$ cat src/rtl/lqsr_pkg.sv
package lqsr_pkg;
  typedef enum logic [1:0] {
    SNP_READ    = 2'b00,
    SNP_WRITE   = 2'b01,
    SNP_UPGRADE = 2'b10,
    SNP_NONE    = 2'b11
  } snoop_kind_e;

  typedef struct packed {
    logic allocEn;
    logic retireEn;
    logic clearAll;
  } lq_strobe_t;
endpackage

$ cat src/rtl/lqsr_entries.sv
module lqsr_entries
  import lqsr_pkg::*;
#(
  parameter int DEPTH = 4,
  parameter int AW    = 16,
  parameter int OFFW  = 4,
  parameter int IW    = (DEPTH > 1) ? $clog2(DEPTH) : 1
) (
  input  logic             clk,
  input  logic             rstN,
  input  lq_strobe_t       strobe,
  input  logic [IW-1:0]    allocPtr,
  input  logic [IW-1:0]    retirePtr,
  input  logic             execValid,
  input  logic [IW-1:0]    execIdx,
  input  logic [AW-1:0]    execAddr,
  input  logic             snoopValid,
  input  logic [1:0]       snoopKind,
  input  logic [AW-1:0]    snoopAddr,
  output logic [DEPTH-1:0] addrVec,
  output logic [DEPTH-1:0] markVec
);
  localparam int LW = AW - OFFW;

  logic [DEPTH-1:0] busyVec;
  logic [LW-1:0]    lineMem [DEPTH];
  logic [LW-1:0]    execLine, snoopLine;
  logic             snoopMarks;

  assign execLine   = execAddr[AW-1:OFFW];
  assign snoopLine  = snoopAddr[AW-1:OFFW];
  assign snoopMarks = snoopValid &&
                      (snoopKind == SNP_WRITE || snoopKind == SNP_UPGRADE);

  for (genvar i = 0; i < DEPTH; i++) begin : g_entry
    logic          execHere, effHas, hit;
    logic [LW-1:0] effLine;

    assign execHere = execValid && (execIdx == IW'(i)) && busyVec[i];
    assign effHas   = addrVec[i] || execHere;
    assign effLine  = execHere ? execLine : lineMem[i];
    assign hit      = snoopMarks && busyVec[i] && effHas && (effLine == snoopLine);

    always_ff @(posedge clk) begin
      if (!rstN || strobe.clearAll) begin
        busyVec[i] <= 1'b0;
        addrVec[i] <= 1'b0;
        markVec[i] <= 1'b0;
      end else if (strobe.retireEn && retirePtr == IW'(i)) begin
        busyVec[i] <= 1'b0;
        addrVec[i] <= 1'b0;
        markVec[i] <= 1'b0;
      end else if (strobe.allocEn && allocPtr == IW'(i)) begin
        busyVec[i] <= 1'b1;
        addrVec[i] <= 1'b0;
        markVec[i] <= 1'b0;
      end else begin
        if (execHere) addrVec[i] <= 1'b1;
        if (hit)      markVec[i] <= 1'b1;
      end
    end

    always_ff @(posedge clk) begin
      if (execHere) lineMem[i] <= execLine;
    end
  end

  // only executed entries can carry a replay mark
  p_mark_needs_addr_r6: assert property (@(posedge clk) disable iff (!rstN)
    (markVec & ~addrVec) == '0);

  // a newly set mark is always caused by a write or upgrade snoop
  p_read_no_mark_r3: assert property (@(posedge clk) disable iff (!rstN)
    ((markVec & ~$past(markVec)) != '0) |->
      $past(snoopValid && (snoopKind == SNP_WRITE || snoopKind == SNP_UPGRADE)));
endmodule

$ cat src/rtl/lqsr_ctrl.sv
module lqsr_ctrl
  import lqsr_pkg::*;
#(
  parameter int DEPTH = 4,
  parameter int IW    = (DEPTH > 1) ? $clog2(DEPTH) : 1
) (
  input  logic             clk,
  input  logic             rstN,
  input  logic             allocValid,
  input  logic             commitValid,
  input  logic [DEPTH-1:0] addrVec,
  input  logic [DEPTH-1:0] markVec,
  output lq_strobe_t       strobe,
  output logic [IW-1:0]    allocIdx,
  output logic [IW-1:0]    headIdx,
  output logic             full,
  output logic             empty,
  output logic             retireOk,
  output logic             flush
);
  localparam int CW = $clog2(DEPTH + 1);

  logic [CW-1:0] count;

  function automatic logic [IW-1:0] nextPtr(input logic [IW-1:0] p);
    return (p == IW'(DEPTH - 1)) ? '0 : p + IW'(1);
  endfunction

  assign empty    = (count == '0);
  assign full     = (count == CW'(DEPTH));
  assign retireOk = commitValid && !empty && addrVec[headIdx] && !markVec[headIdx];
  assign flush    = commitValid && !empty && markVec[headIdx];

  always_comb begin
    strobe.clearAll = flush;
    strobe.retireEn = retireOk;
    strobe.allocEn  = allocValid && !full && !flush;
  end

  always_ff @(posedge clk) begin
    if (!rstN || flush) begin
      allocIdx <= '0;
      headIdx  <= '0;
      count    <= '0;
    end else begin
      if (strobe.allocEn)  allocIdx <= nextPtr(allocIdx);
      if (strobe.retireEn) headIdx  <= nextPtr(headIdx);
      count <= count + CW'(strobe.allocEn) - CW'(strobe.retireEn);
    end
  end

  // occupancy never exceeds the number of slots
  p_no_overflow_r2: assert property (@(posedge clk) disable iff (!rstN)
    count <= CW'(DEPTH));

  // a reservation while full does not move the tail
  p_full_blocks_r2: assert property (@(posedge clk) disable iff (!rstN)
    (full && allocValid && !flush) |=> allocIdx == $past(allocIdx));

  // a flush leaves an empty queue with reset pointers
  p_flush_empties_r9: assert property (@(posedge clk) disable iff (!rstN)
    flush |=> (empty && allocIdx == '0 && headIdx == '0));

  // flush and retire never coincide
  p_flush_excl_r9: assert property (@(posedge clk) disable iff (!rstN)
    !(flush && retireOk));

  // a retirement advances the head by one slot
  p_retire_adv_r8: assert property (@(posedge clk) disable iff (!rstN)
    retireOk |=> headIdx == nextPtr($past(headIdx)));

  // without retire or flush the head stays put
  p_idle_head_r10: assert property (@(posedge clk) disable iff (!rstN)
    (!retireOk && !flush) |=> $stable(headIdx));
endmodule

$ cat src/rtl/lq_snoop_replay.sv
module lq_snoop_replay
  import lqsr_pkg::*;
#(
  parameter int DEPTH = 4,
  parameter int AW    = 16,
  parameter int OFFW  = 4,
  parameter int IW    = (DEPTH > 1) ? $clog2(DEPTH) : 1
) (
  input  logic          clk,
  input  logic          rstN,
  input  logic          allocValid,
  output logic [IW-1:0] allocIdx,
  output logic          full,
  output logic          empty,
  output logic [IW-1:0] headIdx,
  input  logic          execValid,
  input  logic [IW-1:0] execIdx,
  input  logic [AW-1:0] execAddr,
  input  logic          snoopValid,
  input  logic [1:0]    snoopKind,
  input  logic [AW-1:0] snoopAddr,
  input  logic          commitValid,
  output logic          retireOk,
  output logic          flush
);
  lq_strobe_t       strobe;
  logic [DEPTH-1:0] addrVec, markVec;

  lqsr_ctrl #(.DEPTH(DEPTH), .IW(IW)) u_ctrl (
    .clk(clk), .rstN(rstN), .allocValid(allocValid), .commitValid(commitValid),
    .addrVec(addrVec), .markVec(markVec), .strobe(strobe),
    .allocIdx(allocIdx), .headIdx(headIdx), .full(full), .empty(empty),
    .retireOk(retireOk), .flush(flush)
  );

  lqsr_entries #(.DEPTH(DEPTH), .AW(AW), .OFFW(OFFW), .IW(IW)) u_entries (
    .clk(clk), .rstN(rstN), .strobe(strobe), .allocPtr(allocIdx), .retirePtr(headIdx),
    .execValid(execValid), .execIdx(execIdx), .execAddr(execAddr),
    .snoopValid(snoopValid), .snoopKind(snoopKind), .snoopAddr(snoopAddr),
    .addrVec(addrVec), .markVec(markVec)
  );
endmodule

$ cat config.mk
export PLATFORM = sky130hd
export DESIGN_NAME = lq_snoop_replay
export DESIGN_NICKNAME = d
export VERILOG_FILES = /design/src/rtl/lqsr_pkg.sv /design/src/rtl/lqsr_entries.sv /design/src/rtl/lqsr_ctrl.sv /design/src/rtl/lq_snoop_replay.sv
export SDC_FILE = /design/constraint.sdc
export NUM_CORES = 1
export LEC_CHECK = 0
export ABC_AREA = 1
export BUFFER_PORTS_ARGS = -buffer_cell sky130_fd_sc_hd__buf_2
export CORE_UTILIZATION = 45
export DETAILED_ROUTE_END_ITERATION = 8
export REMOVE_ABC_BUFFERS = 1
export SYNTH_ARGS = -nofsm -noshare
export SYNTH_HDL_FRONTEND = slang
export SYNTH_HIERARCHICAL = 1
export SYNTH_SLANG_ARGS = --single-unit
export TNS_END_PERCENT = 50
$ cat constraint.sdc
create_clock -name clk -period 2.3 [get_ports clk]
set_clock_uncertainty 0.05 [all_clocks]
set_input_delay 0.345 -clock clk [delete_from_list [all_inputs] [get_ports clk]]
set_output_delay 0.345 -clock clk [all_outputs]
set_load 0.02 [all_outputs]
# Word level (Yosys, flattened, before mapping)

Memory sizes are Yosys's and may differ from the RTL's.
Index checks and enable logic that the tools add are counted.

Register bits: 19
RAM bits: 48
Input port bits: 42
Output and inout port bits: 8
Logic and storage cells: 125
Memories: 1

Memories:

| name              | depth | bits a word | read ports | clocked after Yosys merged registers in | wr ports | RTL line           | RTL |
|---|---|---|---|---|---|---|---|
| u_entries.lineMem | 4     | 12          | 4          | 0                                       | 1        | lqsr_entries.sv:26 | `logic [LW-1:0] lineMem [DEPTH];` |

Add/subtract/negate cells: 4
Magnitude comparators: 1
Equal/unequal tests: 16
Mux-type cells: 27
Reduce and logical (&&, ||, !) cells: 61

Operators with widths:

| operator                                                                      | count |
|---|---|
| 12-bit 2-to-1 mux                                                             | 7 |
| 12-bit == test                                                                | 4 |
| 12-bit OR reduction                                                           | 3 |
| 1-bit logical AND                                                             | 35 |
| 2-bit == test (second input constant)                                         | 7 |
| 1-bit 2-to-1 mux                                                              | 13 |
| 3-bit OR reduction                                                            | 4 |
| 2-bit 2-to-1 mux                                                              | 5 |
| 2-bit by 1-bit == test with 1-bit output (second input constant)              | 4 |
| 2-bit OR reduction                                                            | 4 |
| 2-bit zero test                                                               | 3 |
| 1-bit logical OR                                                              | 6 |
| 1-bit zero test                                                               | 5 |
| 2-bit by 1-bit adder with 2-bit output (second input constant)                | 2 |
| 1-bit binary-select mux with 2-bit select                                     | 2 |
| 3-bit by 1-bit adder with 3-bit output                                        | 1 |
| 3-bit == test (second input constant)                                         | 1 |
| 3-bit zero test                                                               | 1 |
| 2-bit by 3-bit less-than comparator with 1-bit output (second input constant) | 1 |
| 3-bit by 1-bit subtractor with 3-bit output                                   | 1 |

# Depth between registers and ports, before layout

Depth in word-level cells: 9
Mapped depth: 13
Mapped depth without buffers: 12

# Cells and area by module

The synthesis kept the hierarchy.

Modules (own cells, without submodules):

| module       | times used | cells an instance | area an instance (µm²) | sequential area each (µm²) |
|---|---|---|---|---|
| lqsr_entries | 1          | 555               | 3450.8                 | 1201.2 |
| lqsr_ctrl    | 1          | 93                | 601.8                  | 140.1 |

# Worst setup path before layout

No wires, ideal clock.

Kind: reg-to-reg
Start: register u_ctrl.headIdx[0]
End: register u_ctrl.count[2]
Library setup time: 0.116 ns
Arrival time: 2.187 ns
Required time: 2.134 ns
Setup slack: -0.053 ns
Cell stages (with the launch flop): 13
Path buffers: 1
Period minus slack after synthesis: 2.353 ns
Path through: dfxtp_1 -> buf_6 -> nand2_1 -> nand3_2 -> nand2_2 -> nand3_2 -> inv_1 -> ha_1 -> inv_1 -> ha_1 -> fa_1 -> xor2_1 -> nor2_2

Elaborated cells between the ends (all ways): 13
Those cells by class: add/sub: 2; mux: 4; reduce/logical: 7

RTL lines:

| item                                                 | RTL line              | RTL |
|---|---|---|
| start: declaration                                   | lqsr_ctrl.sv:15       | `output logic [IW-1:0] headIdx,` |
| start signal: assignment                             | lqsr_ctrl.sv:47       | `if (strobe.retireEn) headIdx <= nextPtr(headIdx);` |
| 1-bit binary-select mux with 2-bit select            | lqsr_ctrl.sv:31       | `assign retireOk = commitValid && !empty && addrVec[headIdx] && !markVec[headIdx];` |
| 1-bit 2-to-1 mux (implied by the code)               | lqsr_ctrl.sv:31       |  |
| 1-bit logical AND or 1-bit zero test (tied branches) | lqsr_ctrl.sv:31       |  |
| 1-bit logical AND *                                  | lqsr_ctrl.sv:31       |  |
| named net retireOk                                   | lq_snoop_replay.sv:23 | `output logic retireOk,` |
| 3-bit by 1-bit subtractor with 3-bit output *        | lqsr_ctrl.sv:48       | `count <= count + CW'(strobe.allocEn) - CW'(strobe.retireEn);` |
| end signal: assignment                               | lqsr_ctrl.sv:48       |  |
| end: declaration                                     | lqsr_ctrl.sv:23       | `logic [CW-1:0] count;` |

The timed path passes the listed nets; every way through them passes the cells marked *. The select of a mux whose other input is x is not followed.
A chain may end at the register's enable or synchronous reset.

# Final worst setup path

Start: register u_ctrl.headIdx[1]
End: register u_ctrl.count[2]

Longest elaborated chain between the ends: 7
Elaborated cells between the ends (all ways): 13
Those cells by class: add/sub: 2; mux: 4; reduce/logical: 7

Ends and longest elaborated chain:

| item                                        | RTL line                         | RTL |
|---|---|---|
| 1-bit binary-select mux with 2-bit select   | lqsr_ctrl.sv:31, lqsr_ctrl.sv:32 |  |
| 1-bit 2-to-1 mux (implied by the code)      | lqsr_ctrl.sv:31, lqsr_ctrl.sv:32 |  |
| 1-bit logical AND                           | lqsr_ctrl.sv:32                  | `assign flush = commitValid && !empty && markVec[headIdx];` |
| 1-bit zero test                             | lqsr_ctrl.sv:37                  | `strobe.allocEn = allocValid && !full && !flush;` |
| 1-bit logical AND                           | lqsr_ctrl.sv:37                  |  |
| 3-bit by 1-bit adder with 3-bit output      | lqsr_ctrl.sv:48                  |  |
| 3-bit by 1-bit subtractor with 3-bit output | lqsr_ctrl.sv:48                  |  |

Several ways; a longest one is shown, not always the timed one. The select of a mux whose other input is x is not followed.

==> flow_metrics.env <==
export IMPL_finish_cell_count_without_fillers=813
export IMPL_crit_path_max_fanout=4
export IMPL_count_of_warnings_emitted_by_yosys=6
export IMPL_status="finished, final reports clean"
export IMPL_setup_viol=0
export IMPL_io_pin_count=50
export IMPL_std_cell_rows=34
export IMPL_complex_gate_fraction_of_the_synthesized_area=0.03550
export IMPL_reg2regPathDepth=11
export IMPL_netlist_top_cell_by_area="sky130_fd_sc_hd__dfxtp_1"
export IMPL_clock_root_buffer="sky130_fd_sc_hd__clkbuf_8"
export IMPL_route_detailed_drc=0
export IMPL_timing_final_crit_share=0.9077
export IMPL_max_cap_violations=0
export IMPL_via_count=4027
export IMPL_netlist_cell_type_count=31
export IMPL_grt_use_total=0.2407
export IMPL_crit_top_cell="sky130_fd_sc_hd__inv_1"
export IMPL_cts_sinks=67
export IMPL_timing_final_hold_violations=0
export IMPL_core_ar_um2=8721
export IMPL_first_pass_iters=7
export IMPL_buffer_ports_inserted=41
export IMPL_gp_congestion=0.8617
export IMPL_start_util=0.4647
export IMPL_timing_rr_start="u_ctrl/headIdx[1]"
export IMPL_synth_xor_area_frac=0.002161
export IMPL_capture_instance_of_the_worst_register_to_register_path="u_ctrl/count[2]"
export IMPL_crit_path_start_kind="flip-flop"
export IMPL_setup_reg_to_reg_worst_slack_ns=0.21
export IMPL_final_design_area_no_fill_um2=4532
export IMPL_synth_area_leaders="sky130_fd_sc_hd__dfxtp_1, sky130_fd_sc_hd__nand2_1, sky130_fd_sc_hd__nand3_1"
export IMPL_cts_path_max_buffers=2
export IMPL_min_delay_start="execAddr[6]"
export IMPL_vdd_ir_drop_worst_mv=0.3911
export IMPL_post_place_cells=799
export IMPL_grt_pass1_wl_mm=17.69
export IMPL_synth_ff_latch_count=67
export IMPL_synth_simple_gate_area_frac=0.4995
export IMPL_unrepaired_setup_endpoints_after_global_routing="false"
export IMPL_crit_arrival_ns=2.27
export IMPL_die_height_um=96.90
export IMPL_hold_path_class="in -> reg"
export IMPL_slowest_stage="sky130_fd_sc_hd__dfxtp_1"
export IMPL_detail_route_antenna_nets=0
export IMPL_grt_antenna_before_repair=0
export IMPL_viasPerCell=4.953
export IMPL_yosys_area_top_type_share=0.3310
export IMPL_netlist_area_um2=4053
export IMPL_worst_setup_path_end_kind="flip-flop"
export IMPL_clkLatencyLatePin_ns=0.34
export IMPL_first_global_vias=3654
export IMPL_final_util=0.5197
export IMPL_dp_final_hpwl_mm=8.273
export IMPL_finish_net_count=749
export IMPL_static_leakage_power_nw=2.434
export IMPL_endpoint_required_time_on_the_critical_path_ns=2.48
export IMPL_fmax_mhz=479.0
export IMPL_finalHoldWorstSlack_ns=0.2135
export IMPL_synth_top_family_by_area="simple AND/OR/NAND/NOR gates"
export IMPL_synth_seq_area_share=0.3310
export IMPL_postSynthAreaPerCell_um2=6.254
export IMPL_grt_remaining_overflow=0
export IMPL_worst_slew_pin_slew_ns=0.4270
export IMPL_post_place_ws_ns=0.04784
export IMPL_depth_of_the_cts_h_tree=3
export IMPL_avgRoutedWirePerCell_um=13.32
export IMPL_holdBufCountCts=0
export IMPL_initialDrtViolationCount=233
export IMPL_power_per_cell_area_nw_per_um2=822.6
export IMPL_post_route_worst_setup_slack_ns=0.2124
export IMPL_tritoncts="built"
export IMPL_clkTransAtPathRegs_ns=0.07
export IMPL_diodes=0
export IMPL_yosys_area_share_adder=0.01729
export IMPL_layout_cells_most_common_list="sky130_fd_sc_hd__nand2_1, sky130_fd_sc_hd__nand3_1, sky130_fd_sc_hd__inv_1"
export IMPL_detailed_place_area_um2=4380
export IMPL_timing_final_max_slew_violations=0
export IMPL_synthCells=648
export IMPL_whs_path_depth=3
export IMPL_post_cts_setup_buffer_count=0
export IMPL_cts_made_buffers=9
export IMPL_holdPathEnd="u_entries/lineMem[3][2]"
export IMPL_min_period_ns=2.088
export IMPL_slowest_delay_ns=0.38
export IMPL_timing_slew_headroom=0.7143
export IMPL_post_route_cells_drive_above_1_share=0.1745
export IMPL_share_of_synthesized_area_spent_on_multiplexers=0
export IMPL_worst_path_class_setup="reg -> reg"
export IMPL_die_area_um2=9390
export IMPL_area_growth_syn_to_layout_pct=11.82
export IMPL_pin_count_of_the_biggest_net_entering_global_routing=20
export IMPL_route_final_wire_length_mm=10.83
export IMPL_final_common_cell="sky130_fd_sc_hd__nand2_1"
export IMPL_cts_resized_gates=0
export IMPL_worstPathCellList="inv_1 -> nand3_1 -> nand2_2 -> nand3_2 -> inv_1 -> ha_1 -> inv_1 -> ha_1 -> fa_1 -> xor2_1 -> nor2_2"
export IMPL_die_width_um=96.90
[flip-flops by register name, summed over array words and instances (netlist names)]
register	count
u_entries/markVec	4
u_entries/busyVec	4
u_ctrl/headIdx	2
u_ctrl/count	3
u_entries/lineMem	48
u_ctrl/allocIdx	2
u_entries/addrVec	4
[synth_stat cells, drive strengths merged]
master and number:
inv 89, nand3 100, o31ai 1, nand2 282, fa 1, nand3b 1
nand4 5, buf 12, nor2 65, clkinv 1, a21oi 8, dfxtp 67
xor2 1, o211ai 6, o21ai 5, ha 4
[where the power goes]
group	internal (mW)	leakage (nW)	switching, mW
registers	1.50	0.553	0.144
clock network	0.372	0.0815	0.442
logic	0.472	1.80	0.803
[stage by stage]
step / total power, mW / setup TNS (ns)
6_report: 3.728 / 0
4_1_cts: 3.749 / 0
2_1_floorplan: 2.594 / -0.2797
3_5_place_dp: 2.929 / 0
3_3_place_gp: 2.882 / 0
5_1_grt: 4.035 / 0
[per-layer routing]
metal / routed length, µm / GRT usage / part of all wire / vias to the layer above
li1: - / - / - / 2118
met1: 5306 / 0.3357 / 0.49 / 1818
met2: 4988 / 0.3819 / 0.46 / 84
met3: 453 / 0.03685 / 0.042 / 7
met4: 83 / 0.07348 / 0.0077 / 0
met5: 0 / 0 / 0 / -
[cell type report]
class	instances	area, µm²
Clock buffer	10	127.6
Clock inverter	4	20.02
Fill cell	939	4189
Inverter	90	346.6
Multi-Input combinational cell	479	2247
Sequential cell	67	1345
Tap cell	108	135.1
Timing Repair Buffer	55	310.3
[how the worst max path moves through the flow]
stage,from,endpoint,slack (ns),depth (start not counted)
3_5_place_dp,u_ctrl/headIdx[0],u_ctrl/count[2],0.05,11
2_1_floorplan,u_ctrl/headIdx[0],u_ctrl/count[2],-0.17,11
3_3_place_gp,u_ctrl/headIdx[0],u_ctrl/count[2],0.08,11
5_1_grt,u_ctrl/headIdx[1],u_ctrl/count[2],0.02,11
6_report,u_ctrl/headIdx[1],u_ctrl/count[2],0.21,11
4_1_cts,u_ctrl/headIdx[0],u_ctrl/count[2],0.04,11
[logic make-up after synthesis]
| family | after synthesis |
|---|---|
| flops | 67 |
| fa+ha+maj | 5 |
| compound gates | 20 |
| xor+xnor | 1 |
| simple gates | 453 |
| buf+inv | 102 |
[worst max-delay path: cells and delay by family (launching register included)]
family,cells,cell delay [ns]
xor gates and xnor gates,1,0.20
DFF,1,0.38
and+or+nand+nor,4,0.33
buffers and inverters,3,0.20
adders and majority gates,3,0.83
Note: power is estimated with default switching activity, not from simulation.
